## src/rtl/irq_dispatch_pkg.sv

```systemverilog
// Package: shared state encoding and I/O command codes for the trap-entry
// dispatcher. Assumes a single sequencer owns the memory port.
package irq_dispatch_pkg;

    typedef enum logic [3:0] {
        ST_IDLE,
        ST_VPTR,
        ST_TBASE,
        ST_TLEN,
        ST_WMAP,
        ST_WIOFF,
        ST_WSC,
        ST_WMPF,
        ST_TRD,
        ST_TCAP,
        ST_VRD,
        ST_DONE
    } disp_state_t;

    localparam logic [1:0] IO_CLR_FLAG = 2'b01;

endpackage

```

## src/rtl/irq_tbl_index.sv

```systemverilog
// Module: forms the interrupt-table address for a select code and flags an
// out-of-range index. Purely combinational; assumes base and length words
// were already captured by the sequencer.
module irq_tbl_index #(
    parameter int DW       = 16,
    parameter int SC_W     = 6,
    parameter int FIRST_SC = 6
) (
    input  logic [SC_W-1:0] sc,
    input  logic [DW-1:0]   tbl_base,
    input  logic [DW-1:0]   tbl_len,
    output logic [DW-1:0]   tbl_addr,
    output logic            out_of_range
);
    localparam logic [DW-1:0] FIRST = DW'(FIRST_SC);

    logic [DW-1:0] sc_ext;
    logic [DW-1:0] idx;

    // Index is the select code relative to the first tabled channel
    always_comb begin
        sc_ext       = DW'(sc);
        idx          = sc_ext - FIRST;
        out_of_range = (sc_ext < FIRST) || (idx > tbl_len);
        tbl_addr     = tbl_base + idx;
    end
endmodule

```

## src/rtl/irq_classify.sv

```systemverilog
// Module: strips the sign of a DMA-channel table word and picks the handler
// vector offset from the sign/zero state. Purely combinational.
module irq_classify #(
    parameter int DW       = 16,
    parameter int OFS_W    = 4,
    parameter int OFS_SKED = 6,
    parameter int OFS_DEV  = 5,
    parameter int OFS_ILL  = 4
) (
    input  logic [DW-1:0]    raw_entry,
    input  logic             is_dma,
    output logic [DW-1:0]    clean_entry,
    output logic [OFS_W-1:0] vec_ofs
);
    localparam logic [DW-1:0] SIGN_MASK = {1'b1, {(DW-1){1'b0}}};

    // Remove the sign for DMA channels, then route by sign and zero
    always_comb begin
        clean_entry = is_dma ? (raw_entry & ~SIGN_MASK) : raw_entry;
        if (clean_entry[DW-1])
            vec_ofs = OFS_W'(OFS_SKED);
        else if (clean_entry != '0)
            vec_ofs = OFS_W'(OFS_DEV);
        else
            vec_ofs = OFS_W'(OFS_ILL);
    end
endmodule

```

## src/rtl/irq_seq.sv

```systemverilog
// Module: sequencer for one interrupt entry. Owns the memory port, all
// captured context, the I/O strobe and the result registers. Assumes read
// data arrives exactly one cycle after a read request.
module irq_seq
    import irq_dispatch_pkg::*;
#(
    parameter int              DW            = 16,
    parameter int              SC_W          = 6,
    parameter int              OFS_W         = 4,
    parameter int              MP_SC         = 5,
    parameter logic [DW-1:0]   VEC_PTR_ADDR  = 16'h0010,
    parameter logic [DW-1:0]   TBL_BASE_ADDR = 16'h0011,
    parameter logic [DW-1:0]   TBL_LEN_ADDR  = 16'h0012,
    parameter logic [DW-1:0]   MPOFF_ADDR    = 16'h0013
) (
    input  logic             clk,
    input  logic             rst_n,
    input  logic             start,
    input  logic [SC_W-1:0]  sc_in,
    input  logic             dma_in,
    input  logic             ioff_in,
    input  logic [DW-1:0]    map_in,
    input  logic             oor,
    input  logic [DW-1:0]    tbl_addr,
    input  logic [DW-1:0]    clean_entry,
    input  logic [OFS_W-1:0] vec_ofs,
    output logic [SC_W-1:0]  sc_q,
    output logic             dma_q,
    output logic [DW-1:0]    tbase_q,
    output logic [DW-1:0]    tlen_q,
    output logic [DW-1:0]    entry_q,
    output logic             mem_req,
    output logic             mem_we,
    output logic [DW-1:0]    mem_addr,
    output logic [DW-1:0]    mem_wdata,
    input  logic [DW-1:0]    mem_rdata,
    output logic             io_stb,
    output logic [1:0]       io_op,
    output logic [SC_W-1:0]  io_sc,
    output logic             busy,
    output logic             done,
    output logic [DW-1:0]    new_pc,
    output logic [DW-1:0]    entry_val
);
    localparam logic [SC_W-1:0] MP_CODE = SC_W'(MP_SC);

    disp_state_t   state, nxt;
    logic [DW-1:0] vbase_q;
    logic [DW-1:0] map_q;
    logic          ioff_q;
    logic          oor_q;

    // Next-state selection for the entry walk
    always_comb begin
        nxt = state;
        unique case (state)
            ST_IDLE:  if (start) nxt = ST_VPTR;
            ST_VPTR:  nxt = ST_TBASE;
            ST_TBASE: nxt = ST_TLEN;
            ST_TLEN:  nxt = ST_WMAP;
            ST_WMAP:  nxt = ST_WIOFF;
            ST_WIOFF: nxt = ST_WSC;
            ST_WSC:   nxt = ST_WMPF;
            ST_WMPF:  nxt = ST_TRD;
            ST_TRD:   nxt = oor ? ST_VRD : ST_TCAP;
            ST_TCAP:  nxt = ST_VRD;
            ST_VRD:   nxt = ST_DONE;
            ST_DONE:  nxt = ST_IDLE;
            default:  nxt = ST_IDLE;
        endcase
    end

    // Memory request decode: one read or write per state
    always_comb begin
        mem_req   = 1'b0;
        mem_we    = 1'b0;
        mem_addr  = '0;
        mem_wdata = '0;
        unique case (state)
            ST_VPTR:  begin mem_req = 1'b1; mem_addr = VEC_PTR_ADDR; end
            ST_TBASE: begin mem_req = 1'b1; mem_addr = TBL_BASE_ADDR; end
            ST_TLEN:  begin mem_req = 1'b1; mem_addr = TBL_LEN_ADDR; end
            ST_WMAP:  begin
                mem_req = 1'b1; mem_we = 1'b1;
                mem_addr = vbase_q; mem_wdata = map_q;
            end
            ST_WIOFF: begin
                mem_req = 1'b1; mem_we = 1'b1;
                mem_addr = vbase_q + DW'(1); mem_wdata = DW'(ioff_q);
            end
            ST_WSC:   begin
                mem_req = 1'b1; mem_we = 1'b1;
                mem_addr = vbase_q + DW'(2); mem_wdata = DW'(sc_q);
            end
            ST_WMPF:  begin
                mem_req = 1'b1; mem_we = 1'b1;
                mem_addr = MPOFF_ADDR; mem_wdata = DW'(1);
            end
            ST_TRD:   begin mem_req = !oor; mem_addr = tbl_addr; end
            ST_VRD:   begin mem_req = 1'b1; mem_addr = vbase_q + DW'(vec_ofs); end
            default:  ;
        endcase
    end

    // State register
    always_ff @(posedge clk) begin
        if (!rst_n) state <= ST_IDLE;
        else        state <= nxt;
    end

    // Context capture: inputs on start, configuration words as they return
    always_ff @(posedge clk) begin
        if (!rst_n) begin
            sc_q <= '0; dma_q <= 1'b0; ioff_q <= 1'b0; map_q <= '0;
            vbase_q <= '0; tbase_q <= '0; tlen_q <= '0;
            entry_q <= '0; oor_q <= 1'b0;
        end else begin
            unique case (state)
                ST_IDLE: if (start) begin
                    sc_q <= sc_in; dma_q <= dma_in;
                    ioff_q <= ioff_in; map_q <= map_in;
                end
                ST_TBASE: vbase_q <= mem_rdata;
                ST_TLEN:  tbase_q <= mem_rdata;
                ST_WMAP:  tlen_q  <= mem_rdata;
                ST_TRD:   begin
                    oor_q <= oor;
                    if (oor) entry_q <= '0;
                end
                ST_TCAP:  entry_q <= mem_rdata;
                default:  ;
            endcase
        end
    end

    // Clear-flag strobe toward the I/O system, skipped for the protect channel
    always_ff @(posedge clk) begin
        if (!rst_n) begin
            io_stb <= 1'b0; io_op <= 2'b00; io_sc <= '0;
        end else begin
            io_stb <= (state == ST_WMPF) && (sc_q != MP_CODE);
            if (state == ST_WMPF) begin
                io_op <= IO_CLR_FLAG;
                io_sc <= sc_q;
            end
        end
    end

    // Result registers and completion pulse
    always_ff @(posedge clk) begin
        if (!rst_n) begin
            done <= 1'b0; new_pc <= '0; entry_val <= '0;
        end else begin
            done <= (state == ST_DONE);
            if (state == ST_DONE) begin
                new_pc    <= mem_rdata;
                entry_val <= clean_entry;
            end
        end
    end

    assign busy = (state != ST_IDLE);

    AST_IO_SKIPS_MP: assert property (@(posedge clk) disable iff (!rst_n)
        io_stb |-> (io_sc != MP_CODE)) else $error("clear flag sent to MP channel");
    AST_IO_ONE_CYCLE: assert property (@(posedge clk) disable iff (!rst_n)
        io_stb |=> !io_stb) else $error("io strobe held");
    AST_DONE_PULSE: assert property (@(posedge clk) disable iff (!rst_n)
        done |=> !done) else $error("done held");
    AST_OOR_ZERO: assert property (@(posedge clk) disable iff (!rst_n)
        (done && oor_q) |-> (entry_val == '0)) else $error("out-of-range word nonzero");
    AST_DMA_UNSIGNED: assert property (@(posedge clk) disable iff (!rst_n)
        (done && dma_q) |-> !entry_val[DW-1]) else $error("dma word kept sign");
    AST_IDLE_NO_MEM: assert property (@(posedge clk) disable iff (!rst_n)
        !busy |-> !mem_req) else $error("memory used while idle");
endmodule

```

## src/rtl/irq_dispatch.sv

```systemverilog
// Module: top of the trap-entry interrupt dispatcher. Ties the sequencer to
// the table-index and classification logic. Assumes a synchronous memory
// with one-cycle read latency on the word port.
module irq_dispatch #(
    parameter int            DW            = 16,
    parameter int            SC_W          = 6,
    parameter int            FIRST_SC      = 6,
    parameter int            MP_SC         = 5,
    parameter int            OFS_SKED      = 6,
    parameter int            OFS_DEV       = 5,
    parameter int            OFS_ILL       = 4,
    parameter logic [15:0]   VEC_PTR_ADDR  = 16'h0010,
    parameter logic [15:0]   TBL_BASE_ADDR = 16'h0011,
    parameter logic [15:0]   TBL_LEN_ADDR  = 16'h0012,
    parameter logic [15:0]   MPOFF_ADDR    = 16'h0013
) (
    input  logic            clk,
    input  logic            rst_n,
    input  logic            trap_start,
    input  logic [5:0]      trap_sc,
    input  logic            trap_dma,
    input  logic            intsys_was_off,
    input  logic [15:0]     map_status,
    output logic            mem_req,
    output logic            mem_we,
    output logic [15:0]     mem_addr,
    output logic [15:0]     mem_wdata,
    input  logic [15:0]     mem_rdata,
    output logic            io_stb,
    output logic [1:0]      io_op,
    output logic [5:0]      io_sc,
    output logic            busy,
    output logic            done,
    output logic [15:0]     new_pc,
    output logic [15:0]     entry_val
);
    localparam int OFS_MAX = (OFS_SKED > OFS_DEV) ?
                             ((OFS_SKED > OFS_ILL) ? OFS_SKED : OFS_ILL) :
                             ((OFS_DEV > OFS_ILL) ? OFS_DEV : OFS_ILL);
    localparam int OFS_W   = $clog2(OFS_MAX + 1);

    logic [SC_W-1:0]  sc_q;
    logic             dma_q;
    logic [DW-1:0]    tbase_q, tlen_q, entry_q;
    logic [DW-1:0]    tbl_addr, clean_entry;
    logic             oor;
    logic [OFS_W-1:0] vec_ofs;

    irq_tbl_index #(.DW(DW), .SC_W(SC_W), .FIRST_SC(FIRST_SC)) u_index (
        .sc(sc_q), .tbl_base(tbase_q), .tbl_len(tlen_q),
        .tbl_addr(tbl_addr), .out_of_range(oor)
    );

    irq_classify #(.DW(DW), .OFS_W(OFS_W), .OFS_SKED(OFS_SKED),
                   .OFS_DEV(OFS_DEV), .OFS_ILL(OFS_ILL)) u_class (
        .raw_entry(entry_q), .is_dma(dma_q),
        .clean_entry(clean_entry), .vec_ofs(vec_ofs)
    );

    irq_seq #(.DW(DW), .SC_W(SC_W), .OFS_W(OFS_W), .MP_SC(MP_SC),
              .VEC_PTR_ADDR(VEC_PTR_ADDR), .TBL_BASE_ADDR(TBL_BASE_ADDR),
              .TBL_LEN_ADDR(TBL_LEN_ADDR), .MPOFF_ADDR(MPOFF_ADDR)) u_seq (
        .clk(clk), .rst_n(rst_n), .start(trap_start),
        .sc_in(trap_sc), .dma_in(trap_dma), .ioff_in(intsys_was_off),
        .map_in(map_status), .oor(oor), .tbl_addr(tbl_addr),
        .clean_entry(clean_entry), .vec_ofs(vec_ofs),
        .sc_q(sc_q), .dma_q(dma_q), .tbase_q(tbase_q), .tlen_q(tlen_q),
        .entry_q(entry_q),
        .mem_req(mem_req), .mem_we(mem_we), .mem_addr(mem_addr),
        .mem_wdata(mem_wdata), .mem_rdata(mem_rdata),
        .io_stb(io_stb), .io_op(io_op), .io_sc(io_sc),
        .busy(busy), .done(done), .new_pc(new_pc), .entry_val(entry_val)
    );
endmodule

```

## config.mk

```make
export PLATFORM = sky130hd
export DESIGN_NAME = irq_dispatch
export DESIGN_NICKNAME = d
export VERILOG_FILES = /design/src/rtl/irq_dispatch_pkg.sv /design/src/rtl/irq_tbl_index.sv /design/src/rtl/irq_classify.sv /design/src/rtl/irq_seq.sv /design/src/rtl/irq_dispatch.sv
export SDC_FILE = /design/constraint.sdc
export NUM_CORES = 1
export LEC_CHECK = 0
export CAP_MARGIN = 20
export CORE_UTILIZATION = 30
export DETAILED_ROUTE_END_ITERATION = 6
export GPL_TIMING_DRIVEN = 0
export SETUP_SLACK_MARGIN = 0.5
export SLEW_MARGIN = 20
export SYNTH_ARGS = -nofsm -noshare
export SYNTH_HDL_FRONTEND = slang
export SYNTH_SLANG_ARGS = --single-unit
```

## constraint.sdc

```tcl
create_clock -name clk -period 10.82 [get_ports clk]
set_input_delay 2.705 -clock clk [delete_from_list [all_inputs] [get_ports clk]]
set_output_delay 2.705 -clock clk [all_outputs]
set_load 0.01 [all_outputs]
```

Word level (Yosys, flattened, before mapping)
Cells that the tools add are included.
{"block": "word_totals", "reg_bits": 133, "out_inout_bits": 77, "inputBits": 43}
{"block": "op_classes", "add_sub_neg": 5, "magnitude_cmp": 2, "muxes": 12, "reduce_logical": 11, "n_eq_ne": 14}
{"op": "$pmux W16 S9", "count": 1}
{"op": "$pmux W16 S4", "count": 1}
{"op": "$pmux W4 S11", "count": 1}
{"op": "$mux W16", "count": 2}
{"op": "$pmux W16 S2", "count": 1}
{"op": "$add A16 B1 Y16 const B", "count": 1}
{"op": "$add A16 B16 Y16", "count": 1}
{"op": "$add A16 B2 Y16 const B", "count": 1}
{"op": "$add A16 B3 Y16", "count": 1}
{"op": "$eq A4 B3 Y1 const B", "count": 4}
{"op": "$eq A4 B4 Y1 const B", "count": 4}
{"op": "$gt A16 B16 Y1", "count": 1}
{"op": "$reduce_bool A16 Y1", "count": 1}
{"op": "$eq A4 B2 Y1 const B", "count": 2}
{"op": "$reduce_or A8 Y1", "count": 1}
{"op": "$sub A6 B3 Y7 const B", "count": 1}
{"op": "$lt A6 B3 Y1 const B", "count": 1}
{"op": "$ne A6 B3 Y1 const B", "count": 1}
{"op": "$eq A4 B1 Y1 const B", "count": 1}
{"op": "$logic_not A4 Y1", "count": 1}
{"op": "$mux W2", "count": 2}
{"op": "$mux W4", "count": 1}
{"op": "$reduce_and A2 Y1", "count": 2}
{"op": "$reduce_bool A4 Y1", "count": 1}
{"op": "9 further kinds", "count": 10}

Depth between registers and ports, before layout
Gate-level depths: netlist of run 1.
{"block": "depth", "word_depth": 6, "mapped_depth": 12, "mapped_depth_nobuf": 12}

Cells and area by module
Synthesis of run 1 repeated with hierarchy kept, for this count alone.
{"block": "unflattened", "hier_cells": 963, "area_unflattened_um2": 7743.7}
{"module": "irq_seq", "cells_per_inst": 767, "seq_area_each_um2": 2662.6, "instances": 1, "area_each_um2": 6286.0}
{"module": "irq_tbl_index", "cells_per_inst": 172, "seq_area_each_um2": 0.0, "instances": 1, "area_each_um2": 1275.0}
{"module": "irq_classify", "cells_per_inst": 24, "seq_area_each_um2": 0.0, "instances": 1, "area_each_um2": 182.7}

Worst setup path before layout of run 1
Ideal clock, no wire load.
{"block": "synth_path", "kind": "reg-to-output", "start": "register u_seq.sc_q[3]", "end": "output port mem_addr[13]", "t_arrival_ns": 3.513, "slack_ns": 4.602, "stages_incl_launch_ff": 10, "cell_sequence": "dfxtp_1 -> clkbuf_1 -> or3_1 -> a21oi_1 -> ha_1 -> a21o_1 -> a31o_1 -> o211ai_1 -> o41ai_1 -> or4_1"}
{"block": "synth_via", "elab_chain_cells": 3}
{"item": "start, declared", "line": "irq_seq.sv:27", "text": "output logic [SC_W-1:0] sc_q,"}
{"item": "start signal, assigned", "line": "irq_seq.sv:120", "text": "sc_q <= sc_in; dma_q <= dma_in;"}
{"item": "$sub A6 B3 Y7", "line": "irq_tbl_index.sv:23", "text": "idx = sc_ext - FIRST;"}
{"item": "$add A16 B16 Y16", "line": "irq_tbl_index.sv:25", "text": "tbl_addr = tbl_base + idx;"}
{"item": "$pmux W16 S9", "line": "irq_seq.sv:79", "text": "unique case (state)"}
{"item": "end, declared", "line": "irq_dispatch.sv:26", "text": "output logic [15:0] mem_addr,"}
No other way between the ends.

Worst setup path in the final report of run 1
Ends and elaborated chain as after synthesis.

==> results of run 1 <==
==> registers in the layout, summed over array words and instances (netlist names) <==
register         flops
u_seq.sc_q           6
u_seq.vbase_q       16
u_seq.map_q         16
u_seq.new_pc        16
u_seq.io_sc          6
u_seq.done           1
u_seq.io_stb         1
u_seq.entry_q       16
u_seq.tbase_q       16
u_seq.dma_q          1
u_seq.state          4
u_seq.io_op          1
u_seq.tlen_q        16
u_seq.entry_val     16
u_seq.ioff_q         1
==> layout make-up <==
class / instances / area, µm² / area share, %
inverter: 40 / 150 / 1.60
clock buffer: 20 / 457 / 4.88
tap: 319 / 399 / 4.26
buffer: 54 / 216 / 2.31
multi-input combinational: 705 / 4190 / 44.8
timing repair buffer: 118 / 1180 / 12.6
clock inverter: 10 / 103 / 1.10
sequential: 133 / 2660 / 28.4
==> logic make-up (layout without fill, tap and decap cells) <==
family | Yosys count | after routing | synth area share (%)
simple gates | 389 | 389 | 23.9
compound gates | 251 | 251 | 24.0
flops | 133 | 133 | 36.9
buf+inv | 94 | 242 | 5.08
fa+ha+maj | 38 | 38 | 6.80
xor+xnor | 19 | 19 | 2.31
mux | 7 | 7 | 0.988
other cells | 1 | 1 | 0.0520
==> routing by layer <==
layer | global-route usage, % | routed length, µm | vias to the layer above
li1 | - | - | 3475
met1 | 25.8 | 10900 | 3227
met2 | 30.4 | 10200 | 207
met3 | 4.85 | 1580 | 14
met4 | 3.88 | 152 | 0
met5 | 0 | 0 | -
==> stage by stage <==
| step | utilization, % | hold slack, ps | cells | area, µm² | power (µW) |
|---|---|---|---|---|---|
| 6_report | 39.8 | 458 | 1399 | 9360 | 1280 |
| 4_1_cts | 39.8 | 463 | 1399 | 9360 | 1290 |
| 3_5_place_dp | 37.4 | 455 | 1369 | 8800 | 733 |
| 5_1_grt | 39.8 | 483 | 1399 | 9360 | 1340 |
| 2_1_floorplan | - | 439 | 932 | 7220 | 652 |
| 3_3_place_gp | 37.3 | 448 | 1368 | 8790 | 729 |
==> worst max-delay path, delay by kind of cell, from the launching register on <==
kind | cells | cell delay [ps]
AOI/OAI and AO/OA | 5 | 1220
and+or+nand+nor | 2 | 970
buffers and inverters | 3 | 960
adders and majority gates | 1 | 320
DFF | 1 | 290
==> path summary, 6_finish.rpt <==
| path | start | endpoint | slack [ps] | cells past startpoint |
|---|---|---|---|---|
| hold reg to reg | u_seq.map_q[12]$_SDFFE_PN0P_ | u_seq.map_q[12]$_SDFFE_PN0P_ | 460 | 2 |
| setup / recovery | u_seq.sc_q[3]$_SDFFE_PN0P_ | mem_addr[13] | 3920 | 11 |
| hold / removal | u_seq.map_q[12]$_SDFFE_PN0P_ | u_seq.map_q[12]$_SDFFE_PN0P_ | 460 | 2 |
| setup reg to reg | u_seq.sc_q[3]$_SDFFE_PN0P_ | u_seq.entry_q[15]$_SDFFE_PN0P_ | 7320 | 11 |
==> layout by cell type (no fill, tap or decap), drive strengths merged, types with 3 or more instances in the layout <==
cell type | Yosys | layout
a21oi | 27 | 27
buf | 9 | 10
a31o | 3 | 3
and3 | 7 | 7
nand3 | 16 | 16
o2111ai | 4 | 4
o22ai | 3 | 3
xor2 | 5 | 5
clkbuf | 45 | 65
nor4 | 6 | 6
o21a | 3 | 3
o21ai | 47 | 47
o221ai | 7 | 7
and2 | 17 | 17
nor3b | 3 | 3
nand4 | 10 | 10
dfxtp | 133 | 133
nor2b | 6 | 6
a211oi | 3 | 3
o211ai | 5 | 5
clkinv | 0 | 6
ha | 36 | 36
nand2 | 271 | 271
xnor2 | 14 | 14
a31oi | 8 | 8
nor3 | 9 | 9
a21boi | 113 | 113
nand2b | 6 | 6
inv | 40 | 41
nand3b | 4 | 4
nor2 | 23 | 23
mux2i | 6 | 6
a21o | 9 | 9
clkdlybuf4s50 | 0 | 117
==> report_power, final <==
group | total [µW] | switching [µW] | internal, µW
clock network | 560 | 232 | 327
registers | 517 | 13.1 | 504
logic | 205 | 121 | 84.5
==> flow_summary_export.csv, run 1 <==
group,metric,value,unit
sta,timing.final.ws_setup,3920,ps
synth,yosys_most_used_dff,"dfxtp_1",
global_route,antenna_found_initial,0,
synth,yosys-top-cells-count,"nand2_1 (271), dfxtp_1 (133), a21boi_0 (110)",
cts,numClockSinks,133,
cts,cts_buffers,17,
finish,syn_to_final_growth,29.7,%
global_route,grt_pass1_vias,6494,
sta,setup_tns,0,ps
synth,syn-num-nets,1013,
pwr,power_density,137,nW/µm²
die,ioPinCount,120,
cts,cts_tree,"yes",
die,die_h,157,µm
sta,worst_pin_slew,969,ps
route,detail-route-antenna-nets,0,
sta,rsz0062_at_grt,"no",
setup_path,worstPathRequired,8120,ps
finish,drive_above_1_share,4.35,%
setup_path,path_max_fanout,15,
synth,async_flop_share,0,%
sta,period_share,63.8,%
sta,fmax,0.145,GHz
cts,cts_root_buf,"clkbuf_16",
cts,clkLatencyLatePin,430,ps
pwr,peakVddDrop,0.103,mV
die,core_area,23500,µm²
worst_hold_path,min_path_type,"reg2reg",
route,drc,0,
synth,synth_area_leaders,"dfxtp_1 (37%), nand2_1 (14%), a21boi_0 (11%)",
sta,slew_headroom,34.5,%
route,wire_per_inst,16.3,µm
synth,yosysWarnings,0,
placed_design,place_congestion,0.888,
global_route,grt_max_degree,17,
setup_path,cp-start-kind,"register",
die,num_rows,56,
run,drv_cap,0,
run_status,status,"completed",
cts,cts_resized,0,
synth,ys_ff_latch,133,
setup_path,slowest_delay,520,ps
synth,avgSynthCellArea,7.74,µm²
finish,final_nets,1150,
global_route,grt_overflow,0,
synth,yosys.area.top_type,"dfxtp_1",
setup_path,crit_arrival,4190,ps
synth,synth_edf_count,0,
finish,nFillCells,2510,
sta,fin_worst_skew,8.32,ps
sta,period_needed,6900,ps
synth,ys_seq_area_share,36.9,%
cts,ctsLongestPathBuffers,2,
route,routed_via_density,4.95,
setup_path,critPathKind,"reg2out",
placed_design,hpwl,17300,µm
synth,syn_inst,932,
synth,syn_area,7220,µm²
placed_design,post-place-ws,4360,ps
sta,setup_viol,0,
route,wl,22800,µm
die,start_util,30.6,%
placed_design,portBuffers,117,
synth,yosysTopAreaCellShare,36.9,%
global_route,groute.usage.overall,19.0,%
setup_path,worstPathCellList,"clkbuf_1 > or3_1 > a21oi_2 > buf_6 > ha_1 > a21o_1 > a31o_1 > o211ai_1 > o41ai_1 > or4_1 > clkdlybuf4s50_1",
route,num_vias,6923,
route,drt_iter0_drc,401,
synth,synth_cell_type_count,67,
cts,cts_hold_buf,0,
die,design.die.area,24700,µm²
global_route,grt_pass1_wl,35700,µm
die,die_x,157,µm
cts,cts_setup_buffers,0,
finish,antenna_cells,0,
sta,final_hold_viol_count,0,
setup_path,slowest_stage,"or4_1",
sta,slew_violations,0,
route,drtPass1Iterations,5,
cts,h-tree-depth,4,
setup_path,endpoint_kind,"output port",
cts,path_clk_slew,60,ps
synth,yosysMostFrequentCell,"nand2_1",
pwr,leakage,0.00324,µW
No activity file was read; power rests on OpenSTA's default activity.
==> inputs of run 2 (changes only) <==
==> constraint.sdc (replaced) <==
create_clock -name clk -period 6.84 [get_ports clk]
set_input_delay 1.71 -clock clk [delete_from_list [all_inputs] [get_ports clk]]
set_output_delay 1.71 -clock clk [all_outputs]
set_load 0.01 [all_outputs]
==> results of run 2 <==
The final DEF is identical to that of run 1. Status: completed.
Main changes from that run: setup slack after placement 4360 ps -> 1370 ps; setup slack after layout 3920 ps -> 937 ps; register-to-register setup slack 7320 ps -> 3340 ps; total power 1280 µW -> 2030 µW; worst IR drop on VDD 0.103 mV -> 0.162 mV
